**config.mk**
```make
export PLATFORM = sky130hd
export DESIGN_NAME = poll_irq_ctrl
export DESIGN_NICKNAME = d
export VERILOG_FILES = /design/src/rtl/pic_poll_pkg.sv /design/src/rtl/pic_poll_ctrl.sv /design/src/rtl/pic_poll_dp.sv /design/src/rtl/poll_irq_ctrl.sv
export SDC_FILE = /design/constraint.sdc
export NUM_CORES = 1
export LEC_CHECK = 0
export BUFFER_PORTS_ARGS = -buffer_cell sky130_fd_sc_hd__buf_4
export CAP_MARGIN = 15
export CELL_PAD_IN_SITES_DETAIL_PLACEMENT = 1
export CELL_PAD_IN_SITES_GLOBAL_PLACEMENT = 1
export CORE_AREA = 2 2 110 59
export CTS_BUF_LIST = sky130_fd_sc_hd__clkbuf_8
export DETAILED_ROUTE_END_ITERATION = 16
export DIE_AREA = 0 0 112 61
export PLACE_DENSITY = 0.87
export SKIP_LAST_GASP = 1
export SLEW_MARGIN = 20
export SYNTH_ARGS = -nofsm -noshare
export SYNTH_HDL_FRONTEND = slang
export SYNTH_SLANG_ARGS = --single-unit
```
**constraint.sdc**
```tcl
create_clock -name clk -period 8.9 [get_ports clk]
set_input_delay 1.78 -clock clk [delete_from_list [all_inputs] [get_ports clk]]
set_output_delay 1.78 -clock clk [all_outputs]
set_load 0.05 [all_outputs]
```
**src/rtl/pic_poll_pkg.sv**
```systemverilog
package pic_poll_pkg;
  localparam int IDX_W = 4;   // up to 16 sources
  localparam int PRI_W = 3;
  localparam int TYPE_W = 5;

  localparam logic [7:0] OFS_POLL   = 8'h24;
  localparam logic [7:0] OFS_STATUS = 8'h26;
  localparam logic [7:0] OFS_MASKV  = 8'h28;
  localparam logic [7:0] OFS_CFG    = 8'h30;

  typedef enum logic [1:0] {SEL_NONE, SEL_POLL, SEL_MASK, SEL_CFG} rdSel_e;

  typedef struct packed {
    logic level;
    logic mask;
    logic [PRI_W-1:0] pri;
  } srcCfg_t;

  typedef struct packed {
    logic ackPoll;
    logic wrCfg;
    logic [IDX_W-1:0] wrIdx;
    rdSel_e rdSel;
    logic [IDX_W-1:0] rdIdx;
  } strobe_t;
endpackage

```
**src/rtl/pic_poll_ctrl.sv**
```systemverilog
module pic_poll_ctrl
  import pic_poll_pkg::*;
#(
  parameter int NUM_SRC = 5,
  parameter int ADDR_W  = 8
) (
  input  logic rdEn,
  input  logic wrEn,
  input  logic [ADDR_W-1:0] addr,
  input  logic reqValid,
  output strobe_t strb
);
  logic [ADDR_W-1:0] cfgOff;
  logic cfgHit;

  always_comb begin
    cfgOff = addr - ADDR_W'(OFS_CFG);
    cfgHit = (cfgOff < ADDR_W'(2 * NUM_SRC)) && !cfgOff[0];
    strb = '0;
    strb.rdSel = SEL_NONE;
    strb.rdIdx = IDX_W'(cfgOff >> 1);
    strb.wrIdx = IDX_W'(cfgOff >> 1);
    strb.wrCfg = wrEn && cfgHit;
    if (rdEn) begin
      if (addr == ADDR_W'(OFS_POLL)) begin
        strb.rdSel = SEL_POLL;
        strb.ackPoll = reqValid;
      end else if (addr == ADDR_W'(OFS_STATUS)) begin
        strb.rdSel = SEL_POLL;
      end else if (addr == ADDR_W'(OFS_MASKV)) begin
        strb.rdSel = SEL_MASK;
      end else if (cfgHit) begin
        strb.rdSel = SEL_CFG;
      end
    end
  end
endmodule

```
**src/rtl/pic_poll_dp.sv**
```systemverilog
module pic_poll_dp
  import pic_poll_pkg::*;
#(
  parameter int NUM_SRC   = 5,
  parameter int TYPE_BASE = 8,
  parameter int DATA_W    = 16
) (
  input  logic clk,
  input  logic rst,
  input  logic [NUM_SRC-1:0] irq,
  input  strobe_t strb,
  input  srcCfg_t wrCfg,
  output logic [DATA_W-1:0] rdData,
  output logic reqValid,
  output logic [NUM_SRC-1:0] pendVec,
  output logic [NUM_SRC-1:0] levelVec
);
  localparam int CFG_W = $bits(srcCfg_t);

  srcCfg_t cfg [NUM_SRC];
  logic [NUM_SRC-1:0] irqPrev;
  logic [NUM_SRC-1:0] maskVec;
  logic [IDX_W-1:0] bestIdx;
  logic [PRI_W-1:0] bestPri;
  logic [TYPE_W-1:0] typeCode;
  srcCfg_t cfgRd;

  always_ff @(posedge clk) begin
    if (rst) irqPrev <= '0;
    else     irqPrev <= irq;
  end

  for (genvar i = 0; i < NUM_SRC; i++) begin : g_src
    always_ff @(posedge clk) begin
      if (rst) begin
        cfg[i] <= '{level: 1'b0, mask: 1'b1, pri: '1};
      end else if (strb.wrCfg && strb.wrIdx == IDX_W'(i)) begin
        cfg[i] <= wrCfg;
      end
    end

    always_ff @(posedge clk) begin
      if (rst) begin
        pendVec[i] <= 1'b0;
      end else if (cfg[i].level) begin
        pendVec[i] <= irq[i];
      end else begin
        pendVec[i] <= (pendVec[i] && !(strb.ackPoll && bestIdx == IDX_W'(i)))
                      || (irq[i] && !irqPrev[i]);
      end
    end

    assign maskVec[i]  = cfg[i].mask;
    assign levelVec[i] = cfg[i].level;
  end

  // winner: lowest priority value, lowest index on ties
  always_comb begin
    reqValid = 1'b0;
    bestIdx  = '0;
    bestPri  = '1;
    for (int i = 0; i < NUM_SRC; i++) begin
      if (pendVec[i] && !maskVec[i] && (!reqValid || cfg[i].pri < bestPri)) begin
        reqValid = 1'b1;
        bestIdx  = IDX_W'(i);
        bestPri  = cfg[i].pri;
      end
    end
    typeCode = reqValid ? TYPE_W'(TYPE_BASE) + TYPE_W'(bestIdx) : '0;
  end

  always_comb begin
    cfgRd = '0;
    for (int i = 0; i < NUM_SRC; i++) begin
      if (strb.rdIdx == IDX_W'(i)) cfgRd = cfg[i];
    end
  end

  always_comb begin
    unique case (strb.rdSel)
      SEL_POLL: rdData = {reqValid, (DATA_W-1-TYPE_W)'(0), typeCode};
      SEL_MASK: rdData = {(DATA_W-NUM_SRC)'(0), maskVec};
      SEL_CFG:  rdData = {(DATA_W-CFG_W)'(0), cfgRd};
      default:  rdData = '0;
    endcase
  end
endmodule

```
**src/rtl/poll_irq_ctrl.sv**
```systemverilog
module poll_irq_ctrl
  import pic_poll_pkg::*;
#(
  parameter int NUM_SRC   = 5,
  parameter int TYPE_BASE = 8,
  parameter int ADDR_W    = 8,
  parameter int DATA_W    = 16
) (
  input  logic clk,
  input  logic rst,
  input  logic [NUM_SRC-1:0] irq,
  input  logic rdEn,
  input  logic wrEn,
  input  logic [ADDR_W-1:0] addr,
  input  logic [DATA_W-1:0] wrData,
  output logic [DATA_W-1:0] rdData
);
  localparam int CFG_W = $bits(srcCfg_t);

  strobe_t strb;
  logic reqValid;
  logic [NUM_SRC-1:0] pendVec;
  logic [NUM_SRC-1:0] levelVec;
  srcCfg_t wrCfg;
  logic unusedBits;

  assign wrCfg = srcCfg_t'(wrData[CFG_W-1:0]);
  assign unusedBits = ^wrData[DATA_W-1:CFG_W];

  pic_poll_ctrl #(.NUM_SRC(NUM_SRC), .ADDR_W(ADDR_W)) u_ctrl (
    .rdEn(rdEn), .wrEn(wrEn), .addr(addr), .reqValid(reqValid), .strb(strb)
  );

  pic_poll_dp #(.NUM_SRC(NUM_SRC), .TYPE_BASE(TYPE_BASE), .DATA_W(DATA_W)) u_dp (
    .clk(clk), .rst(rst), .irq(irq), .strb(strb), .wrCfg(wrCfg),
    .rdData(rdData), .reqValid(reqValid), .pendVec(pendVec), .levelVec(levelVec)
  );
endmodule

```
==> flow_summary.ini <==
[setup_path]
cp_data_arrival_time_ns = 6.69
path_class = flop to output port
cell_occurring_most_often_along_the_worst_timing_path = sky130_fd_sc_hd__ha_1
internal_reg_to_reg_setup_slack_ns = 2.33
slowest_delay_ns = 0.49
worst-r2r-cell-count = 27
worst-path-max-fanout = 7
r2r_start = u_dp.cfg[0][3]
worst_path_max_delay_cell = sky130_fd_sc_hd__edfxtp_1
timing.critical_path.required_ns = 7.12
endpoint_kind = output port
rr_endpoint = u_dp.pendVec[4]
critical_path.startpoint_type = flop

[place]
place_congestion = 0.8904
buffer_ports.inserted = 27
hpwl_um = 5967

[sta]
holdWs_ns = 0.4914
worst_pin_slew_ns = 0.7515
setup_viol_count_final = 0
setup-tns-final_ns = 0
clock.fmax_mhz = 118.0
finalCritPeriodShare_pct = 95.20
fin_worst_skew_ns = 0.006723
timing_hold_violations_final = 0
timing_max_transition_violations_final = 0
timing.slew.headroom_pct = 49.79
minimum_period_implied_by_the_final_worst_setup_slack_ns = 8.472
grt_setup_unrepaired = no

[synth]
count_of_flip_flops_with_a_built_in_enable_after_synthesis = 25
netlist_instances = 264
syn_area_per_cell_um2 = 9.322
synth_most_common_cell = sky130_fd_sc_hd__edfxtp_1
netlist.area_leader.share_pct = 30.50
synth_top_cell_by_area = sky130_fd_sc_hd__edfxtp_1
synth.cell_area_um2 = 2461
synth_top_cells_by_count = 25 x sky130_fd_sc_hd__edfxtp_1, 24 x sky130_fd_sc_hd__nor2_1, 20 x sky130_fd_sc_hd__or2_2, 19 x sky130_fd_sc_hd__nand2_1, 14 x sky130_fd_sc_hd__o21ai_0
post_synth_num_cell_types = 62
postSynthRegisterBits = 35
yosysWarningCount = 0
ys_dominant_reg_cell = sky130_fd_sc_hd__edfxtp_1
synth_seq_area_share_pct = 38.64
netlist_top_cells_area = sky130_fd_sc_hd__edfxtp_1 31%, sky130_fd_sc_hd__dfxtp_1 8.1%, sky130_fd_sc_hd__or2_2 5.1%
synth_async_sr_flop_share_pct = 0

[grt]
wire_length_of_the_first_global_routing_pass_um = 11570
top_usage_layer = met2
use_met1_pct = 34.32
grt.overflow.total = 0
grt_util_all_layers_pct = 22.80
global_route.usage.met3_pct = 4.895
grt_pass1_vias = 2136
grt_start_max_net_pins = 18
antenna_violations_before_repair = 0
grt_met2_use_pct = 34.46

[worst_hold_path]
whs_path_depth = 3
min_to = u_dp.pendVec[4]
hold_start = u_dp.irqPrev[4]
min-delay-path-class = flop to flop

[cts]
clock_tree_from_tritoncts = yes
worstSkewPairLatency_ns = 0.30
cts_root_buffer = sky130_fd_sc_hd__clkbuf_8
clock_tree.buffer_depth = 2
cts.clk_slew.worst_paths_ns = 0.08
cts_inserted_buffers = 5
cts.sink_count = 35
cts_htree_levels = 2

[power_and_ir_drop]
vdd.ir_drop.worst_mv = 0.09451
power_dens_cells_nw_per_um2 = 150.0
leakage_uw = 0.001135

[cells_and_area]
syn2layout_area_growth_pct = 14.79
finalNetCount = 330
num_antenna_cells = 0
drive_above_1_share_pct = 25.00

[floorplanning]
initial_core_util_pct = 42.03
die_h_um = 61
floorplan.die_area_um2 = 6832
die_w_um = 112
std_cell_rows = 20
num_io_pins = 49
placeableCoreArea_um2 = 5856

[drt]
drcViolationCount = 0
detailedRoute.firstIterationViolations = 147
routed_via_density = 5.667
routed_wirelength_normalized_by_instance_count_um = 20.05
drt_pre_antenna_iters = 4
num_vias = 2091
detail_route.wirelength_um = 7398
route.antenna.remaining_nets = 0

[flow_run]
drv.max_cap_violation_count = 0

[status]
status = finished, final reports clean
cells in the final DEF (no fill, tap or decap), types with 2 or more instances in the layout:
| cell | count |
|---|---|
| sky130_fd_sc_hd__o21ai_1 | 2 |
| sky130_fd_sc_hd__mux2i_1 | 7 |
| sky130_fd_sc_hd__a211oi_2 | 2 |
| sky130_fd_sc_hd__and2_1 | 3 |
| sky130_fd_sc_hd__a22o_1 | 3 |
| sky130_fd_sc_hd__nand2b_1 | 9 |
| sky130_fd_sc_hd__dfxtp_1 | 10 |
| sky130_fd_sc_hd__buf_4 | 28 |
| sky130_fd_sc_hd__o22ai_1 | 4 |
| sky130_fd_sc_hd__nand3_1 | 4 |
| sky130_fd_sc_hd__nand2_1 | 19 |
| sky130_fd_sc_hd__nand4_1 | 4 |
| sky130_fd_sc_hd__a22oi_1 | 2 |
| sky130_fd_sc_hd__nor2_1 | 24 |
| sky130_fd_sc_hd__o21ai_0 | 13 |
| sky130_fd_sc_hd__nor4b_1 | 2 |
| sky130_fd_sc_hd__nor2b_1 | 13 |
| sky130_fd_sc_hd__edfxtp_1 | 25 |
| sky130_fd_sc_hd__clkbuf_8 | 5 |
| sky130_fd_sc_hd__conb_1 | 10 |
| sky130_fd_sc_hd__a21oi_1 | 9 |
| sky130_fd_sc_hd__or2_2 | 20 |
| sky130_fd_sc_hd__o32ai_1 | 2 |
| sky130_fd_sc_hd__o21a_1 | 3 |
| sky130_fd_sc_hd__a31o_2 | 4 |
| sky130_fd_sc_hd__nand3b_1 | 2 |
| sky130_fd_sc_hd__nor3_1 | 2 |
| sky130_fd_sc_hd__ha_1 | 6 |
| sky130_fd_sc_hd__inv_1 | 12 |
| sky130_fd_sc_hd__a21o_1 | 6 |
| sky130_fd_sc_hd__o31ai_1 | 2 |
state kept, by name (all words and copies together) (netlist names):
signal and flops:
u_dp.cfg 25, u_dp.pendVec 5, u_dp.irqPrev 5
layout make-up:
| type | count | area, um2 |
|---|---|---|
| repair buffers | 28 | 210.2 |
| well taps | 77 | 96.34 |
| fillers | 691 | 3030 |
| flip-flops and latches | 35 | 950.9 |
| multi-input cells | 209 | 1408 |
| clock inverters | 3 | 46.29 |
| inverters | 12 | 45.04 |
| clock buffers | 5 | 68.82 |
critical path: cells and delay by family (launching register included):
| family | cells | cell delay (ns) |
|---|---|---|
| AOI/OAI and AO/OA | 14 | 2.58 |
| adders and majority gates | 4 | 1.22 |
| and+or+nand+nor | 6 | 1.18 |
| muxes | 2 | 0.65 |
| DFF | 1 | 0.49 |
| buffers and inverters | 2 | 0.30 |
worst max-delay path by stage:
stage	start	to	slack (ns)
finish	u_dp.cfg[0][3]	rdData[1]	0.43
global route	u_dp.cfg[0][3]	rdData[0]	0.07
CTS	u_dp.cfg[0][3]	rdData[1]	0.11
detailed placement	u_dp.cfg[0][3]	rdData[1]	0.46
global placement	u_dp.cfg[0][3]	rdData[0]	0.58
floorplan	u_dp.cfg[0][3]	rdData[0]	1.16
logic make-up after synthesis:
group / count (synthesis) / synth area share (%)
simple gates: 112 / 24.96
compound gates: 70 / 21.96
flops: 35 / 38.64
buf+inv: 29 / 5.948
mux: 10 / 4.830
fa+ha+maj: 7 / 3.508
other cells: 1 / 0.1524
routing by layer:
layer  vias up  part of all wire, %
li1       1005                    -
met1      1035                   51
met2        46                   41
met3         5                  7.3
met4         0                 0.50
met5         -                    0
power by group:
group	leakage (uW)	switching (uW)	total [uW]	internal (uW)
registers	0.000333	11.3	194	183
logic	0.000747	47.7	77.7	30.0
clock network	0.0000548	67.3	152	84.4
total	0.00113	126	424	297
through the flow:
step	area, um2	total power [uW]	worst slack, ns	std cells	util (%)
after global routing	2825	439.4	0.06531	369	48.25
after CTS	2815	423.0	0.1105	369	48.08
final	2825	423.9	0.4275	369	48.25
after global placement	2700	270.5	0.5764	361	46.11
after detailed placement	2700	273.3	0.4569	361	46.11
after floorplan	2495	248.8	1.155	273	-
timing repair:
action | 4_1_cts | 5_1_grt
setup endpoints to repair | 0 | 3
setup buffers | 0 | 0
resized for setup | 0 | 3
hold buffers | 0 | 0
Power figures use the tool's default switching activity.
